File: src/rtl/dtr_pkg.sv
package dtr_pkg;

   typedef enum logic [1:0] {
      MODE_REAL = 2'd0,
      MODE_PROT = 2'd1,
      MODE_V86  = 2'd2,
      MODE_LONG = 2'd3
   } cpu_mode_e;

   typedef enum logic [1:0] {
      EXC_NONE = 2'd0,
      EXC_UD   = 2'd1,
      EXC_GP   = 2'd2,
      EXC_SS   = 2'd3
   } exc_e;

   localparam logic [7:0] OPC_ESC = 8'h0F;
   localparam logic [7:0] OPC_GRP = 8'h01;
   localparam logic [2:0] REG_GDT = 3'd2;
   localparam logic [2:0] REG_IDT = 3'd3;
   localparam int         BYTE_W  = 8;

   typedef struct packed {
      logic is_idt;
      logic long_md;
      logic half_base;
   } ctx_t;

endpackage

File: src/rtl/dtr_check.sv
module dtr_check
   import dtr_pkg::*;
(
   input  logic [7:0] op0,
   input  logic [7:0] op1,
   input  logic [7:0] modrm,
   input  logic [1:0] mode,
   input  logic [1:0] cpl,
   input  logic       lock_pfx,
   input  logic       addr_canon,
   input  logic       seg_limit_fault,
   input  logic       null_sel_fault,
   input  logic       use_ss,
   output logic       hit,
   output logic       is_idt,
   output exc_e       fault
);

   logic [2:0] reg_f;
   logic       bad_form;
   logic       bad_priv;
   exc_e       seg_code;

   assign reg_f    = modrm[5:3];
   assign hit      = (op0 == OPC_ESC) && (op1 == OPC_GRP) &&
                     ((reg_f == REG_GDT) || (reg_f == REG_IDT));
   assign is_idt   = (reg_f == REG_IDT);
   assign bad_form = lock_pfx || (modrm[7:6] == 2'b11);
   assign bad_priv = (mode == MODE_V86) ||
                     ((mode != MODE_REAL) && (cpl != 2'd0));
   assign seg_code = use_ss ? EXC_SS : EXC_GP;

   always_comb begin
      fault = EXC_NONE;
      if (bad_form) begin
         fault = EXC_UD;
      end else if (bad_priv) begin
         fault = EXC_GP;
      end else if (mode == MODE_LONG) begin
         if (!addr_canon) fault = seg_code;
      end else if (seg_limit_fault) begin
         fault = seg_code;
      end else if ((mode == MODE_PROT) && null_sel_fault) begin
         fault = EXC_GP;
      end
   end

endmodule

File: src/rtl/dtr_gather.sv
module dtr_gather #(
   parameter int LONG_BYTES = 10,
   parameter int LEG_BYTES  = 6,
   localparam int OPER_W    = LONG_BYTES * dtr_pkg::BYTE_W,
   localparam int CNT_W     = $clog2(LONG_BYTES + 1)
) (
   input  logic              clk,
   input  logic              rst_n,
   input  logic              launch,
   input  logic              long_md,
   input  logic              abort,
   input  logic              rd_valid,
   input  logic [7:0]        rd_data,
   output logic              rd_req,
   output logic              busy,
   output logic              commit,
   output logic [OPER_W-1:0] operand
);

   localparam logic [CNT_W-1:0] LAST_LONG = CNT_W'(LONG_BYTES - 1);
   localparam logic [CNT_W-1:0] LAST_LEG  = CNT_W'(LEG_BYTES - 1);

   logic              active;
   logic              len_long;
   logic [CNT_W-1:0]  cnt;
   logic [OPER_W-1:0] sh;
   logic [OPER_W-1:0] nxt;
   logic              take;
   logic              last;

   assign take   = active && rd_valid && !abort;
   assign last   = take && (cnt == (len_long ? LAST_LONG : LAST_LEG));
   assign rd_req = active;
   assign busy   = active;
   assign commit = last;

   always_comb begin
      nxt = sh;
      for (int i = 0; i < LONG_BYTES; i++) begin
         if (take && (cnt == CNT_W'(i))) nxt[i*dtr_pkg::BYTE_W +: dtr_pkg::BYTE_W] = rd_data;
      end
   end

   assign operand = nxt;

   always_ff @(posedge clk or negedge rst_n) begin
      if (!rst_n) begin
         active   <= 1'b0;
         len_long <= 1'b0;
         cnt      <= '0;
         sh       <= '0;
      end else if (abort) begin
         active <= 1'b0;
         cnt    <= '0;
         sh     <= '0;
      end else if (launch) begin
         active   <= 1'b1;
         len_long <= long_md;
         cnt      <= '0;
         sh       <= '0;
      end else if (take) begin
         sh  <= nxt;
         cnt <= cnt + 1'b1;
         if (last) active <= 1'b0;
      end
   end

endmodule

File: src/rtl/dtr_tables.sv
module dtr_tables #(
   parameter int              LIMIT_W   = 16,
   parameter int              BASE_W    = 64,
   parameter int              NUM_TBL   = 2,
   parameter logic [LIMIT_W-1:0] RST_LIMIT = '1,
   localparam int             OPER_W     = LIMIT_W + BASE_W,
   localparam int             LEG_BASE_W = 32,
   localparam int             SEL_W      = (NUM_TBL > 1) ? $clog2(NUM_TBL) : 1
) (
   input  logic                             clk,
   input  logic                             rst_n,
   input  logic                             wr,
   input  logic [SEL_W-1:0]                 sel,
   input  logic                             long_md,
   input  logic                             half_base,
   input  logic [OPER_W-1:0]                operand,
   output logic [NUM_TBL-1:0][LIMIT_W-1:0]  lim_o,
   output logic [NUM_TBL-1:0][BASE_W-1:0]   base_o
);

   logic [LEG_BASE_W-1:0] leg_raw;
   logic [LEG_BASE_W-1:0] leg_masked;
   logic [BASE_W-1:0]     leg_base;
   logic [BASE_W-1:0]     new_base;
   logic [LIMIT_W-1:0]    new_lim;

   assign new_lim    = operand[LIMIT_W-1:0];
   assign leg_raw    = operand[LIMIT_W +: LEG_BASE_W];
   assign leg_masked = half_base ? {8'h00, leg_raw[LEG_BASE_W-9:0]} : leg_raw;

   generate
      if (BASE_W > LEG_BASE_W) begin : g_ext
         assign leg_base = {{(BASE_W-LEG_BASE_W){1'b0}}, leg_masked};
      end else begin : g_same
         assign leg_base = leg_masked;
      end
   endgenerate

   assign new_base = long_md ? operand[LIMIT_W +: BASE_W] : leg_base;

   generate
      for (genvar g = 0; g < NUM_TBL; g++) begin : g_tbl
         always_ff @(posedge clk or negedge rst_n) begin
            if (!rst_n) begin
               lim_o[g]  <= RST_LIMIT;
               base_o[g] <= '0;
            end else if (wr && (sel == SEL_W'(g))) begin
               lim_o[g]  <= new_lim;
               base_o[g] <= new_base;
            end
         end
      end
   endgenerate

endmodule

File: src/rtl/dtr_loader.sv
module dtr_loader
   import dtr_pkg::*;
#(
   parameter int                 LIMIT_W   = 16,
   parameter int                 BASE_W    = 64,
   parameter logic [LIMIT_W-1:0] RST_LIMIT = '1
) (
   input  logic               clk,
   input  logic               rst_n,
   input  logic               start,
   input  logic [7:0]         op0,
   input  logic [7:0]         op1,
   input  logic [7:0]         modrm,
   input  logic [1:0]         mode,
   input  logic               opsize32,
   input  logic [1:0]         cpl,
   input  logic               lock_pfx,
   input  logic               addr_canon,
   input  logic               seg_limit_fault,
   input  logic               null_sel_fault,
   input  logic               use_ss,
   input  logic               abort,
   output logic               rd_req,
   input  logic               rd_valid,
   input  logic [7:0]         rd_data,
   output logic               done,
   output logic               exc_valid,
   output logic [1:0]         exc_code,
   output logic               busy,
   output logic [LIMIT_W-1:0] gdt_limit,
   output logic [BASE_W-1:0]  gdt_base,
   output logic [LIMIT_W-1:0] idt_limit,
   output logic [BASE_W-1:0]  idt_base
);

   localparam int LEG_BASE_W = 32;
   localparam int NUM_TBL    = 2;
   localparam int LONG_BYTES = (LIMIT_W + BASE_W) / BYTE_W;
   localparam int LEG_BYTES  = (LIMIT_W + LEG_BASE_W) / BYTE_W;
   localparam int OPER_W     = LONG_BYTES * BYTE_W;

   generate
      if ((LIMIT_W % BYTE_W) != 0 || (BASE_W % BYTE_W) != 0 || BASE_W < LEG_BASE_W) begin : g_bad_cfg
         $error("dtr_loader: widths must be whole bytes and BASE_W at least 32");
      end
   endgenerate

   logic  hit;
   logic  sel_idt;
   exc_e  fault;
   logic  accept;
   logic  launch;
   logic  commit;
   ctx_t  ctx;
   logic [OPER_W-1:0] operand;
   logic [NUM_TBL-1:0][LIMIT_W-1:0] lim;
   logic [NUM_TBL-1:0][BASE_W-1:0]  base;

   dtr_check u_check (
      .op0             (op0),
      .op1             (op1),
      .modrm           (modrm),
      .mode            (mode),
      .cpl             (cpl),
      .lock_pfx        (lock_pfx),
      .addr_canon      (addr_canon),
      .seg_limit_fault (seg_limit_fault),
      .null_sel_fault  (null_sel_fault),
      .use_ss          (use_ss),
      .hit             (hit),
      .is_idt          (sel_idt),
      .fault           (fault)
   );

   assign accept = start && !busy && hit;
   assign launch = accept && (fault == EXC_NONE);

   always_ff @(posedge clk or negedge rst_n) begin
      if (!rst_n) begin
         ctx       <= '0;
         exc_valid <= 1'b0;
         exc_code  <= EXC_NONE;
         done      <= 1'b0;
      end else begin
         exc_valid <= accept && (fault != EXC_NONE);
         exc_code  <= accept ? fault : EXC_NONE;
         done      <= commit;
         if (launch) begin
            ctx.is_idt    <= sel_idt;
            ctx.long_md   <= (mode == MODE_LONG);
            ctx.half_base <= !opsize32;
         end
      end
   end

   dtr_gather #(
      .LONG_BYTES (LONG_BYTES),
      .LEG_BYTES  (LEG_BYTES)
   ) u_gather (
      .clk      (clk),
      .rst_n    (rst_n),
      .launch   (launch),
      .long_md  (mode == MODE_LONG),
      .abort    (abort),
      .rd_valid (rd_valid),
      .rd_data  (rd_data),
      .rd_req   (rd_req),
      .busy     (busy),
      .commit   (commit),
      .operand  (operand)
   );

   dtr_tables #(
      .LIMIT_W   (LIMIT_W),
      .BASE_W    (BASE_W),
      .NUM_TBL   (NUM_TBL),
      .RST_LIMIT (RST_LIMIT)
   ) u_tables (
      .clk       (clk),
      .rst_n     (rst_n),
      .wr        (commit),
      .sel       (ctx.is_idt),
      .long_md   (ctx.long_md),
      .half_base (ctx.half_base),
      .operand   (operand),
      .lim_o     (lim),
      .base_o    (base)
   );

   assign gdt_limit = lim[0];
   assign gdt_base  = base[0];
   assign idt_limit = lim[1];
   assign idt_base  = base[1];

endmodule

File: config.mk
export PLATFORM = sky130hd
export DESIGN_NAME = dtr_loader
export DESIGN_NICKNAME = d
export VERILOG_FILES = /design/src/rtl/dtr_pkg.sv /design/src/rtl/dtr_check.sv /design/src/rtl/dtr_gather.sv /design/src/rtl/dtr_tables.sv /design/src/rtl/dtr_loader.sv
export SDC_FILE = /design/constraint.sdc
export NUM_CORES = 1
export LEC_CHECK = 0
export BUFFER_PORTS_ARGS = -buffer_cell sky130_fd_sc_hd__buf_2
export CAP_MARGIN = 10
export CORE_ASPECT_RATIO = 1.1
export CORE_MARGIN = 2
export CORE_UTILIZATION = 52
export CTS_BUF_LIST = sky130_fd_sc_hd__clkbuf_4
export DETAILED_ROUTE_END_ITERATION = 10
export PLACE_DENSITY = 0.78
export REMOVE_ABC_BUFFERS = 1
export SLEW_MARGIN = 20
export SYNTH_ARGS = -nofsm -noshare
export SYNTH_HDL_FRONTEND = slang
export SYNTH_SLANG_ARGS = --single-unit
File: constraint.sdc
create_clock -name clk -period 2.15 [get_ports clk]
set_input_delay 0.43 -clock clk [delete_from_list [all_inputs] [get_ports clk]]
set_output_delay 0.43 -clock clk [all_outputs]
set_load 0.01 [all_outputs]
Word-level counts from Yosys, hierarchy flattened. Cells that the tools add are included.

Add/subtract/negate cells: 1. Multiplexer cells: 31. Bitwise gates (word level): 2. Reduce and logical (&&, ||, !) cells: 38. Equal/unequal tests: 18.

Operators with widths (number): two-way mux 80 bit (3); two-way mux 8 bit (10); two-way mux 64 bit (1); two-way mux 32 bit (1); logical AND 1 bit (23); equality test 4 x 3 -> 1 bit, second input constant (4); two-way mux 4 bit (4); two-way mux 2 bit (7); equality test 4 x 2 -> 1 bit, second input constant (2); equality test 4 bit, second input constant (2); equality test 8 x 1 -> 1 bit, second input constant (1); equality test 8 x 4 -> 1 bit, second input constant (1); equality test 2 bit, second input constant (3); equality test 3 x 2 -> 1 bit, second input constant (2); nonzero test 2 bit (3); nonzero test 3 bit (2); two-way mux 1 bit (5); adder 4 x 1 -> 4 bit, second input constant (1); equality test 4 x 1 -> 1 bit, second input constant (1); equality test 4 bit (1); zero test 4 bit (1); AND reduction 2 bit (2); zero test 1 bit (3); logical OR 1 bit (3); other kinds (3) (4).

Input bits: 47. Word-level logic and storage cells: 104. Bits in registers: 253.

Logic depth before layout (Yosys ltp). Gate-level depths: netlist of run 1.

Depth in word-level cells: 11. Depth in mapped cells: 9. Mapped depth without buffers: 7.

Hierarchy. A second synthesis of run 1 with hierarchy kept.

Cell total of the unflattened synthesis: 870. Area, all modules: 11133.2 µm².

By module, submodules not included: dtr_tables (times used 1, seq. area each 4043.9 µm², area an instance 6167.2 µm², cells an instance 474); dtr_gather (times used 1, seq. area each 2152.1 µm², area an instance 4549.4 µm², cells an instance 356); dtr_loader (times used 1, seq. area each 175.2 µm², area an instance 282.8 µm², cells an instance 19); dtr_check (times used 1, seq. area each 0.0 µm², area an instance 133.9 µm², cells an instance 21).

Worst setup path after synthesis of run 1. No wires, ideal clock.

Path type: reg2reg. Start point: reg u_gather.cnt[3]. End point: reg u_tables.base_o[56] (netlist name). Path buffers: 3. Arrival: 1.973 ns. Slack: 0.052 ns. Setup time: 0.125 ns. Cell stages (with the launch flop): 8. Cell sequence: dfrtp_1 > buf_2 > or3b_1 > a211oi_2 > nor2b_1 > buf_2 > buf_6 > mux2_2.

Elaborated cells between the ends (all ways): 7. Those cells by class: 2 x eq/ne; 2 x mux; 3 x reduce/logical.

RTL lines: start, declared (RTL line dtr_gather.sv:25) `logic [CNT_W-1:0] cnt;`; start signal, assigned (RTL line dtr_gather.sv:63) `cnt <= cnt + 1'b1;`; equality test 4 bit (RTL line dtr_gather.sv:32) `assign last = take && (cnt == (len_long ? LAST_LONG : LAST_LEG));`; logical AND 1 bit (RTL line dtr_gather.sv:32); net commit (RTL line dtr_loader.sv:53) `logic commit;`; logical AND 1 bit (RTL line dtr_tables.sv:47) `end else if (wr && (sel == SEL_W'(g))) begin`; end signal, assigned by index (RTL line dtr_tables.sv:49) `base_o[g] <= new_base;`; end, declared (RTL line dtr_tables.sv:18) `output logic [NUM_TBL-1:0][BASE_W-1:0] base_o`.

The timed path passes the listed nets, and every way through them passes these cells. A chain may end at the register's enable or synchronous reset.

Worst setup path after layout of run 1.
Start point: reg u_gather.cnt[1]. End point: reg u_tables.base_o[61] (netlist name).

Cells in the longest elaborated chain, start to end: 4. Elaborated cells between the ends (all ways): 7. Those cells by class: 2 x eq/ne; 2 x mux; 3 x reduce/logical.

Ends and longest elaborated chain: equality test 4 bit (RTL line dtr_gather.sv:40) `if (take && (cnt == CNT_W'(i))) nxt[i*dtr_pkg::BYTE_W +: dtr_pkg::BYTE_W] = rd_data;`; logical AND 1 bit (RTL line dtr_gather.sv:40); two-way mux 8 bit (RTL line dtr_gather.sv:40); two-way mux 64 bit (RTL line dtr_tables.sv:39) `assign new_base = long_md ? operand[LIMIT_W +: BASE_W] : leg_base;`.

Parallel ways exist; a longest one is shown, timed or not.

==> metrics.md, run 1 <==
| Metric | Value |
|---|---|
| Status | `completed` |
| First-pass iteration count of the detailed router | `5` |
| Leakage | `7.01 nW` |
| CTS root buffer | `clkbuf_4` |
| Initial antenna violation count | `1` |
| Mapped Cells | `1033` |
| Least-Margin Pin Slew | `0.739 ns` |
| FFs w/ async S/R, synth | `100%` |
| CP startpoint kind | `flip-flop` |
| First-pass GRT wire length | `48000 um` |
| Die Footprint | `23400 um^2` |
| Hpwl dp | `18400 um` |
| H-tree level count | `3` |
| Register area | `6370 um^2` |
| Post-Syn Area | `11500 um^2` |
| Multi-input logic area | `4890 um^2` |
| Yosys top cell by area | `dfrtp_1` |
| Sequential area share after synthesis | `55.2%` |
| Initial core utilization | `52.5%` |
| Synth area leaders | `dfrtp_1 (48%), dfstp_2 (7.3%), mux2i_1 (6.9%)` |
| Critical path class | `flip-flop to flip-flop` |
| Site row count | `57` |
| Placer Congestion | `0.788` |
| DRT Wirelength | `29500 um` |
| Final setup violation count | `0` |
| Vias in the first global route | `9250` |
| Fin nets | `1329` |
| Part of the cycle the worst path needs | `98.5%` |
| Most frequent cells in the layout | `dfrtp_1 (220), buf_2 (207), clkbuf_4 (107)` |
| Yosys Warn Count | `0` |
| Die W | `146 um` |
| Slew Limit Fails | `0` |
| Largest net degree at the start of global routing | `67` |
| Tmin final | `2.12 ns` |
| Clock latency on the worst-skew pair | `0.66 ns` |
| Clk_skew | `0.0373 ns` |
| Slew margin rel. | `50.5%` |
| Placed cell count | `1498` |
| Post-DR vias/cell | `5.54` |
| Post-route DRC violation count | `0` |
| GRT Overall Usage | `25.3%` |
| Fin util | `65.2%` |
| Post-synth EDFFs | `0` |
| # IOs | `213` |
| CTS buffer count | `68` |
| Std-Cell Core Area | `22000 um^2` |
| Ratio of total power to cell area | `669 nW/um^2` |
| Commonest non-fill, non-tap cell in the layout | `dfrtp_1` |
| FF+latch count, synth | `253` |
| Final std cells w/o fill | `1630` |
| Max_cap viols | `0` |
| Post-detailed-route wirelength per cell | `18.1 um` |
| Routed Antenna Nets | `0` |
| Critical Path AT | `2.62 ns` |
| Setup crit end kind | `flip-flop` |
| CP Data Required Time | `2.65 ns` |
| Congestion Overflow GR | `0` |
| CTS tree | `built` |
| Worst vdd ir | `0.431 mV` |
| CTS Buffer Depth | `3` |
| Syn Area/Cell | `11.2 um^2` |
| Routed via count | `9033` |
| Final hold viol count | `0` |
| Synth cell types | `45` |
| Die height | `160 um` |
| Maximum clock rate | `472 MHz` |
| Num Clock Sinks | `253` |
| Iteration-0 DRC Markers | `636` |
| FILL cells | `1803` |
| Area share of the largest cell type after synthesis | `47.9%` |
| Setup repair after global routing missed its margin | `true` |
| Area grow syn2layout | `24.2%` |
| Hold Path Class | `input pin to flip-flop` |
| Clk pin slew, worst setup/hold paths | `0.07 ns` |
| IO Port Bufs | `209` |
| Crit path max fanout | `8` |
| Most used DFF post-synth | `dfrtp_1` |
| Share of cells above drive strength 1 | `37.6%` |
[cell families after synthesis]
logic type	after synthesis	share of synthesized area (%)
simple gates	255	12.1
compound gates	278	14.4
xor+xnor	2	0.152
mux	144	14.0
fa+ha+maj	4	0.434
buf+inv	97	3.74
flops	253	55.2
[through the flow]
stage / setup TNS (ns) / total power, mW / instance area (um^2) / worst slack (ns) / hold WS, ns
3_3_place_gp: -0.0370 / 5.16 / 13200 / -0.0135 / 0.430
6_report: 0 / 9.58 / 14300 / 0.0316 / 0.0827
3_5_place_dp: -1.19 / 5.16 / 13200 / -0.0842 / 0.435
5_1_grt: -0.264 / 9.99 / 14300 / -0.0564 / 0.0561
4_1_cts: 0 / 9.68 / 14200 / 0.0166 / 0.0447
2_1_floorplan: -341.39 / 4.89 / 11100 / -1.87 / 0.134
[layer usage]
layer,global-route usage (%),part of all wire [%],wire [um]
met4,8.43,2.3,670
met1,33.8,44,12900
met2,41.6,49,14400
met5,0,0,0
met3,5.23,5.4,1600
[worst paths after layout]
| kind | from | endpoint | slack (ns) | cells past startpoint |
|---|---|---|---|---|
| min reg2reg | u_tables.base_o[75] | u_tables.base_o[75] | 0.47 | 2 |
| min in group asynchronous | rst_n | u_tables.base_o[31] | 0.34 | 2 |
| max | u_gather.cnt[1] | u_tables.base_o[61] | 0.03 | 8 |
| min | lock_pfx | exc_code[1] | 0.08 | 3 |
| max reg2reg | u_gather.cnt[1] | u_tables.base_o[61] | 0.03 | 8 |
| max in group asynchronous | rst_n | u_tables.lim_o[21] | 1.09 | 3 |
[cell type report]
type | count | area share [%]
inverter | 4 | 0.105
multi-input combinational | 683 | 34.2
antenna | 4 | 0.0699
clock inverter | 16 | 0.873
tap | 295 | 2.58
timing repair buffer | 268 | 12.1
sequential | 253 | 44.5
clock buffer | 107 | 5.61
[worst max-delay path, stage by stage (launching register included)]
cell and delay, ns:
dfrtp_1 0.39, inv_2 0.09, ha_4 0.14, nand2_2 0.05, or4b_4 0.54, buf_12 0.17, mux2i_2 0.24, nor2b_1 0.09
mux2_2 0.27
[state kept, by name, summed over array words and instances (netlist names)]
signal             count
done                   1
u_gather.busy          1
u_tables.lim_o        32
u_gather.sh           80
u_gather.len_long      1
u_tables.base_o      128
exc_valid              1
ctx                    3
exc_code               2
u_gather.cnt           4
[report_power, final]
group / internal [mW] / switching, mW / total, mW
Clock: 2.51 / 2.00 / 4.50
Sequential: 4.77 / 0.00247 / 4.77
Combinational: 0.0829 / 0.226 / 0.309
[Yosys cell counts (10+ instances only)]
master      n
dfrtp_1   221
nand2_1   104
o21ai_0    87
a21oi_1    86
nand2b_1   84
o211ai_1   82
mux2i_1    80
clkbuf_1   70
nor2b_1    35
dfstp_2    32
mux2_2     30
mux2_4     24
o31ai_1    19
buf_2      12
mux2_1     10
[what timing repair did]
action,in CTS,in global routing
hold buffers,3,0
pin swaps,2,2
endpoints found under the setup margin,12,66
buffers inserted,1,1
endpoints found under the hold margin,53,0
resized for setup,5,28
Note: power is estimated with default switching activity, not from simulation.
==> inputs of run 2 (changes only) <==
--- a/config.mk
+++ b/config.mk
@@ -8,11 +8,11 @@
 export BUFFER_PORTS_ARGS = -buffer_cell sky130_fd_sc_hd__buf_2
 export CAP_MARGIN = 10
 export CORE_ASPECT_RATIO = 1.1
-export CORE_MARGIN = 2
-export CORE_UTILIZATION = 52
+export CORE_MARGIN = 3
+export CORE_UTILIZATION = 58
 export CTS_BUF_LIST = sky130_fd_sc_hd__clkbuf_4
 export DETAILED_ROUTE_END_ITERATION = 10
-export PLACE_DENSITY = 0.78
+export PLACE_DENSITY = 0.83
 export REMOVE_ABC_BUFFERS = 1
 export SLEW_MARGIN = 20
 export SYNTH_ARGS = -nofsm -noshare
==> constraint.sdc (replaced) <==
create_clock -name clk -period 2.16 [get_ports clk]
set_input_delay 0.432 -clock clk [delete_from_list [all_inputs] [get_ports clk]]
set_output_delay 0.432 -clock clk [all_outputs]
set_load 0.01 [all_outputs]
==> metrics.md, run 2 (same netlist as run 1, synthesis figures left out) <==
| Metric | Value |
|---|---|
| IO Port Bufs | `209 (unchanged)` |
| Iteration-0 DRC Markers | `706 (+11%)` |
| Maximum clock rate | `470 MHz (-0.50%)` |
| CTS tree | `built` |
| Max reg flops | `128 (unchanged)` |
| Leakage | `6.94 nW (-1.1%)` |
| Most frequent cells in the layout | `dfrtp_1 (221), buf_2 (207), nand2_1 (100)` |
| Initial antenna violation count | `1 (unchanged)` |
| FILL cells | `1311 (-27%)` |
| Std-Cell Core Area | `19300 um^2 (-12%)` |
| First-pass iteration count of the detailed router | `5 (unchanged)` |
| GRT Overall Usage | `26.4% (+1.1 points)` |
| Post-detailed-route wirelength per cell | `18.7 um (+3.0%)` |
| Crit-path cells | `buf_4, nor4bb_1, buf_4, nand3_4, mux2i_2, nor2b_1, mux2_2` |
| Setup repair after global routing missed its margin | `true` |
| Multi-input logic area | `4960 um^2 (+1.4%)` |
| Routed Antenna Nets | `0 (unchanged)` |
| Die W | `140 um (-3.8%)` |
| # IOs | `213 (unchanged)` |
| Routed via count | `8941 (-1.0%)` |
| Site row count | `53 (-7.0%)` |
| Register area | `6370 um^2 (about the same)` |
| Least-Margin Pin Slew | `0.790 ns (+0.0505 ns)` |
| Clk_skew | `0.0382 ns (+0.000929 ns)` |
| Share of cells above drive strength 1 | `37.6% (about the same)` |
| Fin nets | `1327 (-0.15%)` |
| Top flop regs | `u_tables.base_o x128, u_gather.sh x80, u_tables.lim_o x32` |
| Clock latency on the worst-skew pair | `0.66 ns (about the same)` |
| Die Footprint | `21600 um^2 (-7.6%)` |
| Largest Register | `u_tables.base_o` |
| Part of the cycle the worst path needs | `98.6% (about the same)` |
| First-pass GRT wire length | `46900 um (-2.4%)` |
| Die height | `154 um (-3.9%)` |
| Slew margin rel. | `47.4% (-3.1 points)` |
| Crit path max-delay family | `multiplexers` |
| Slowest-stage cell, CP | `dfrtp_1` |
| Final setup violation count | `0 (unchanged)` |
| CTS root buffer | `clkbuf_4` |
| Max_cap viols | `0 (unchanged)` |
| H-tree level count | `2 (-1)` |
| Status | `completed` |
| Num Clock Sinks | `253 (unchanged)` |
| DRT Wirelength | `29300 um (-0.84%)` |
| Buf+Inv Stages, Crit Path | `2 (unchanged)` |
| Final hold slack | `0.0794 ns (-0.00326 ns)` |
| Critical Path AT | `2.67 ns (+0.05 ns)` |
| Slew Limit Fails | `0 (unchanged)` |
| CTS Buffer Depth | `3 (unchanged)` |
| Worst vdd ir | `0.551 mV (+28%)` |
| Hold Path Class | `input pin to flip-flop` |
| Initial core utilization | `59.8% (+7.3 points)` |
| Congestion Overflow GR | `0 (unchanged)` |
| Setup crit end kind | `flip-flop` |
| Clk pin slew, worst setup/hold paths | `0.07 ns (about the same)` |
| CP Data Required Time | `2.70 ns (+0.05 ns)` |
| CP startpoint kind | `flip-flop` |
| Crit path max fanout | `8 (unchanged)` |
| CTS buffer count | `61 (-10%)` |
| Final hold viol count | `0 (unchanged)` |
| Largest net degree at the start of global routing | `73 (+9.0%)` |
| Tmin final | `2.13 ns (+0.0106 ns)` |
| Setup TNS | `0 ns (unchanged)` |
| Post-route DRC violation count | `0 (unchanged)` |
| Critical path class | `flip-flop to flip-flop` |
| Max incr delay on CP | `0.49 ns (-0.05 ns)` |
| Hpwl dp | `18200 um (-0.90%)` |
| Placer Congestion | `0.815 (+3.5%)` |
| Area grow syn2layout | `23.4%` |
| Vias in the first global route | `9003 (-2.7%)` |
| Commonest non-fill, non-tap cell in the layout | `dfrtp_1` |
| Post-DR vias/cell | `5.70 (+2.8%)` |
| Ratio of total power to cell area | `625 nW/um^2 (-6.6%)` |
| CP dominant cell by count | `buf_4` |
==> run 2: per-layer routing <==
metal / vias up / track usage, % / part of all wire [%]
met5: - / 0 / 0
met2: 313 / 43.3 / 49
met1: 4411 / 35.6 / 42
li1: 4172 / - / -
met3: 45 / 5.85 / 6.6
met4: 0 / 8.12 / 2.0
==> run 2: worst register-to-register path, cell delays in order (launching register included) <==
cell and delay, ns:
dfrtp_1 0.49, buf_4 0.21, nor4bb_1 0.25, buf_4 0.21, nand3_4 0.18, mux2i_2 0.31, nor2b_1 0.12, mux2_2 0.27
==> run 2: through the flow <==
step / utilization (%) / setup slack, ns / area [um^2] / cells / power, mW
after global placement: 67.9 / 0.00796 / 13100 / 1449 / 5.12
after CTS: 72.4 / 0.000287 / 14000 / 1561 / 8.97
after global routing: 73.7 / -0.0169 / 14200 / 1569 / 9.27
after floorplan: - / -1.86 / 11100 / 940 / 4.87
after detailed placement: 67.9 / -0.0361 / 13100 / 1449 / 5.12
final: 73.7 / 0.0310 / 14200 / 1569 / 8.89
==> run 2: layout make-up <==
cell class,instances,area share (%)
Inverter,4,0.123
Antenna cell,1,0.0176
Sequential cell,253,44.8
Clock inverter,9,0.237
Timing Repair Buffer,273,12.6
Multi-Input combinational cell,683,34.9
Clock buffer,99,5.22
Tap cell,247,2.17
==> run 2: worst paths after layout <==
kind | cells after the start | from | slack, ns | end
worst min-delay path | 3 | lock_pfx | 0.08 | exc_code[1]
max in group asynchronous | 3 | rst_n | 1.08 | u_gather.sh[71]
worst min register to register | 2 | u_tables.base_o[69] | 0.47 | u_tables.base_o[69]
worst max register to register | 7 | u_gather.busy | 0.03 | u_tables.base_o[37]
worst max-delay path | 7 | u_gather.busy | 0.03 | u_tables.base_o[37]
min in group asynchronous | 2 | rst_n | 0.32 | u_tables.base_o[23]
==> run 2: what timing repair did <==
action / CTS / global route
resized for setup: 13 / 31
pin swaps: 1 / 2
cloned: 0 / 3
hold endpoints to repair: 50 / 0
endpoints found under the setup margin: 30 / 82
hold buffers: 3 / 0
buffers inserted: 1 / 4
==> run 2: report_power, final <==
group | total (mW) | internal [mW] | leakage (nW) | switching, mW
clock | 3.85 | 2.05 | 0.472 | 1.80
sequential | 4.75 | 4.75 | 3.42 | 0.00232
combinational | 0.295 | 0.0775 | 3.05 | 0.217
==> inputs of run 3 (changes only) <==
--- a/config.mk
+++ b/config.mk
@@ -13,7 +13,9 @@
 export CTS_BUF_LIST = sky130_fd_sc_hd__clkbuf_4
 export DETAILED_ROUTE_END_ITERATION = 10
 export PLACE_DENSITY = 0.83
+export RECOVER_POWER = 50
 export REMOVE_ABC_BUFFERS = 1
+export SKIP_CTS_REPAIR_TIMING = 1
 export SLEW_MARGIN = 20
 export SYNTH_ARGS = -nofsm -noshare
 export SYNTH_HDL_FRONTEND = slang
==> metrics.md, run 3 (same netlist as run 1, synthesis figures left out) <==
| Metric | Value |
|---|---|
| Critical path class | `flip-flop to flip-flop` |
| Initial core utilization | `59.8% (unchanged)` |
| Area grow syn2layout | `23.3% (about the same)` |
| Critical Path AT | `2.60 ns (-0.07 ns)` |
| Crit-path cells | `buf_4, inv_4, ha_4, nand2_4, nor4b_4, buf_6, mux2i_2, nor2b_1, mux2_1` |
| Placer Congestion | `0.815 (unchanged)` |
| FILL cells | `1311 (unchanged)` |
| CTS root buffer | `clkbuf_4` |
| Maximum clock rate | `477 MHz (+1.6%)` |
| H-tree level count | `2 (unchanged)` |
| Final Cell Area | `14200 um^2 (about the same)` |
| Max incr delay on CP | `0.37 ns (-0.12 ns)` |
| Routed via count | `9011 (+0.78%)` |
| CTS tree | `built` |
| Routed Antenna Nets | `0 (unchanged)` |
| Num Clock Sinks | `253 (unchanged)` |
| Clk_skew | `0.0462 ns (+0.00799 ns)` |
| CTS Buffer Depth | `3 (unchanged)` |
| Setup repair after global routing missed its margin | `true` |
| Final setup violation count | `0 (unchanged)` |
| Slew margin rel. | `24.0% (-23 points)` |
| Leakage | `6.93 nW (-0.11%)` |
| Die W | `140 um (unchanged)` |
| Fin worst setup slack | `0.0647 ns (+0.0336 ns)` |
| DRT Wirelength | `29500 um (+0.68%)` |
| Multi-input logic area | `5000 um^2 (+0.81%)` |
| Status | `completed` |
| Most frequent cells in the layout | `dfrtp_1 (221), buf_2 (207), nand2_1 (100)` |
| Die Footprint | `21600 um^2 (unchanged)` |
| Least-Margin Pin Slew | `1.14 ns (+0.350 ns)` |
| Vias in the first global route | `8973 (-0.33%)` |
| Comb power frac | `3.1% (-0.2 points)` |
| Worst vdd ir | `0.553 mV (+0.32%)` |
| Max reg flops | `128 (unchanged)` |
| Worst Setup SP | `u_gather.cnt[0]` |
| Register area | `6370 um^2 (unchanged)` |
| Tmin final | `2.10 ns (-0.0336 ns)` |
| Largest net degree at the start of global routing | `73 (unchanged)` |
| Commonest non-fill, non-tap cell in the layout | `dfrtp_1` |
| First-pass iteration count of the detailed router | `5 (unchanged)` |
| Hold Path Class | `input pin to flip-flop` |
| Max_cap viols | `0 (unchanged)` |
| Share of cells above drive strength 1 | `38.1% (+0.45 points)` |
| Sw Pwr | `2.02 mW (+0.22%)` |
| Die height | `154 um (unchanged)` |
| Clock latency on the worst-skew pair | `0.67 ns (about the same)` |
| Dpl ws | `-0.0361 ns (unchanged)` |
| Clk pin slew, worst setup/hold paths | `0.07 ns (about the same)` |
| Fin nets | `1327 (unchanged)` |
| CTS buffer count | `61 (unchanged)` |
| # IOs | `213 (unchanged)` |
| Hpwl dp | `18200 um (unchanged)` |
| RR Startpoint | `u_gather.cnt[0]` |
| Top flop regs | `u_tables.base_o x128, u_gather.sh x80, u_tables.lim_o x32` |
| Ratio of total power to cell area | `624 nW/um^2 (about the same)` |
| IO Port Bufs | `209 (unchanged)` |
| Initial antenna violation count | `2 (+1)` |
| Min-Delay Startpoint | `modrm[3]` |
| GRT Overall Usage | `26.3% (-0.089 points)` |
| Fin util | `73.7% (about the same)` |
| First-pass GRT wire length | `46700 um (-0.26%)` |
| Largest Register | `u_tables.base_o` |
| Site row count | `53 (unchanged)` |
| Crit path max fanout | `8 (unchanged)` |
| Setup TNS | `0 ns (unchanged)` |
| Post-route DRC violation count | `0 (unchanged)` |
| CP Data Required Time | `2.67 ns (-0.03 ns)` |
| Sw Ratio | `22.8% (+0.077 points)` |
| Post-detailed-route wirelength per cell | `18.8 um (+0.68%)` |
| Final hold viol count | `0 (unchanged)` |
| Post-DR vias/cell | `5.74 (+0.78%)` |
| Power share of the sequential group | `53.5% (about the same)` |
| Area after DPL | `13100 um^2 (unchanged)` |
| Iteration-0 DRC Markers | `732 (+3.7%)` |
| Congestion Overflow GR | `0 (unchanged)` |
| Std-Cell Core Area | `19300 um^2 (unchanged)` |
| Part of the cycle the worst path needs | `97.0% (-1.6 points)` |
| Slew Limit Fails | `0 (unchanged)` |
| CP startpoint kind | `flip-flop` |
| P_int | `6.86 mW (-0.22%)` |
| Setup crit end kind | `flip-flop` |
| Slowest-stage cell, CP | `dfrtp_1` |
| Part of the power in the clock network | `43.4% (about the same)` |
-- run 3: worst max-delay path, delay by kind of cell, from the launching register on --
kind,cells,cell delay (ns)
simple gates,3,0.42
fa+ha+maj,1,0.14
mux,2,0.54
flops,1,0.37
buf+inv,3,0.46
-- run 3: cell type report --
class,instances,area share [%]
Clock buffer,99,5.23
Multi-Input combinational cell,683,35.2
Antenna cell,1,0.0176
Inverter,4,0.123
Clock inverter,9,0.238
Tap cell,247,2.17
Timing Repair Buffer,273,12.2
Sequential cell,253,44.8
-- run 3: power groups by stage --
stage	clock network (mW)	logic (mW)	registers, mW
CTS	3.93	0.289	4.75
detailed placement	0	0.288	4.84
global route	4.20	0.306	4.75
floorplan	0	0.0327	4.84
global placement	0	0.284	4.84
finish	3.85	0.278	4.75
-- run 3: path summary, 6_finish.rpt --
kind / to / slack [ns] / depth (start not counted)
min in group asynchronous: u_tables.base_o[23] / 0.30 / 2
worst max register to register: u_tables.base_o[54] / 0.06 / 9
max in group asynchronous: u_gather.sh[19] / 0.35 / 3
worst min register to register: u_tables.base_o[94] / 0.47 / 2
worst min-delay path: ctx[2] / 0.04 / 3
worst max-delay path: u_tables.base_o[54] / 0.06 / 9
-- run 3: per-stage QoR --
step / hold WS (ns) / instances / power, mW
final: 0.0382 / 1569 / 8.88
after global routing: 0.00223 / 1569 / 9.25
after CTS: -0.311 / 1557 / 8.97
after detailed placement: 0.415 / 1449 / 5.12
after global placement: 0.423 / 1449 / 5.12
after floorplan: 0.136 / 940 / 4.87
-- run 3: per-layer routing --
metal / wire length (um) / share of wire (%) / GRT usage (%) / vias up
met5: 7 / 0.024 / 0 / -
met4: 641 / 2.2 / 8.03 / 2
met3: 1910 / 6.5 / 5.97 / 51
met2: 14600 / 49 / 43.1 / 314
met1: 12400 / 42 / 35.4 / 4472
li1: - / - / - / 4172
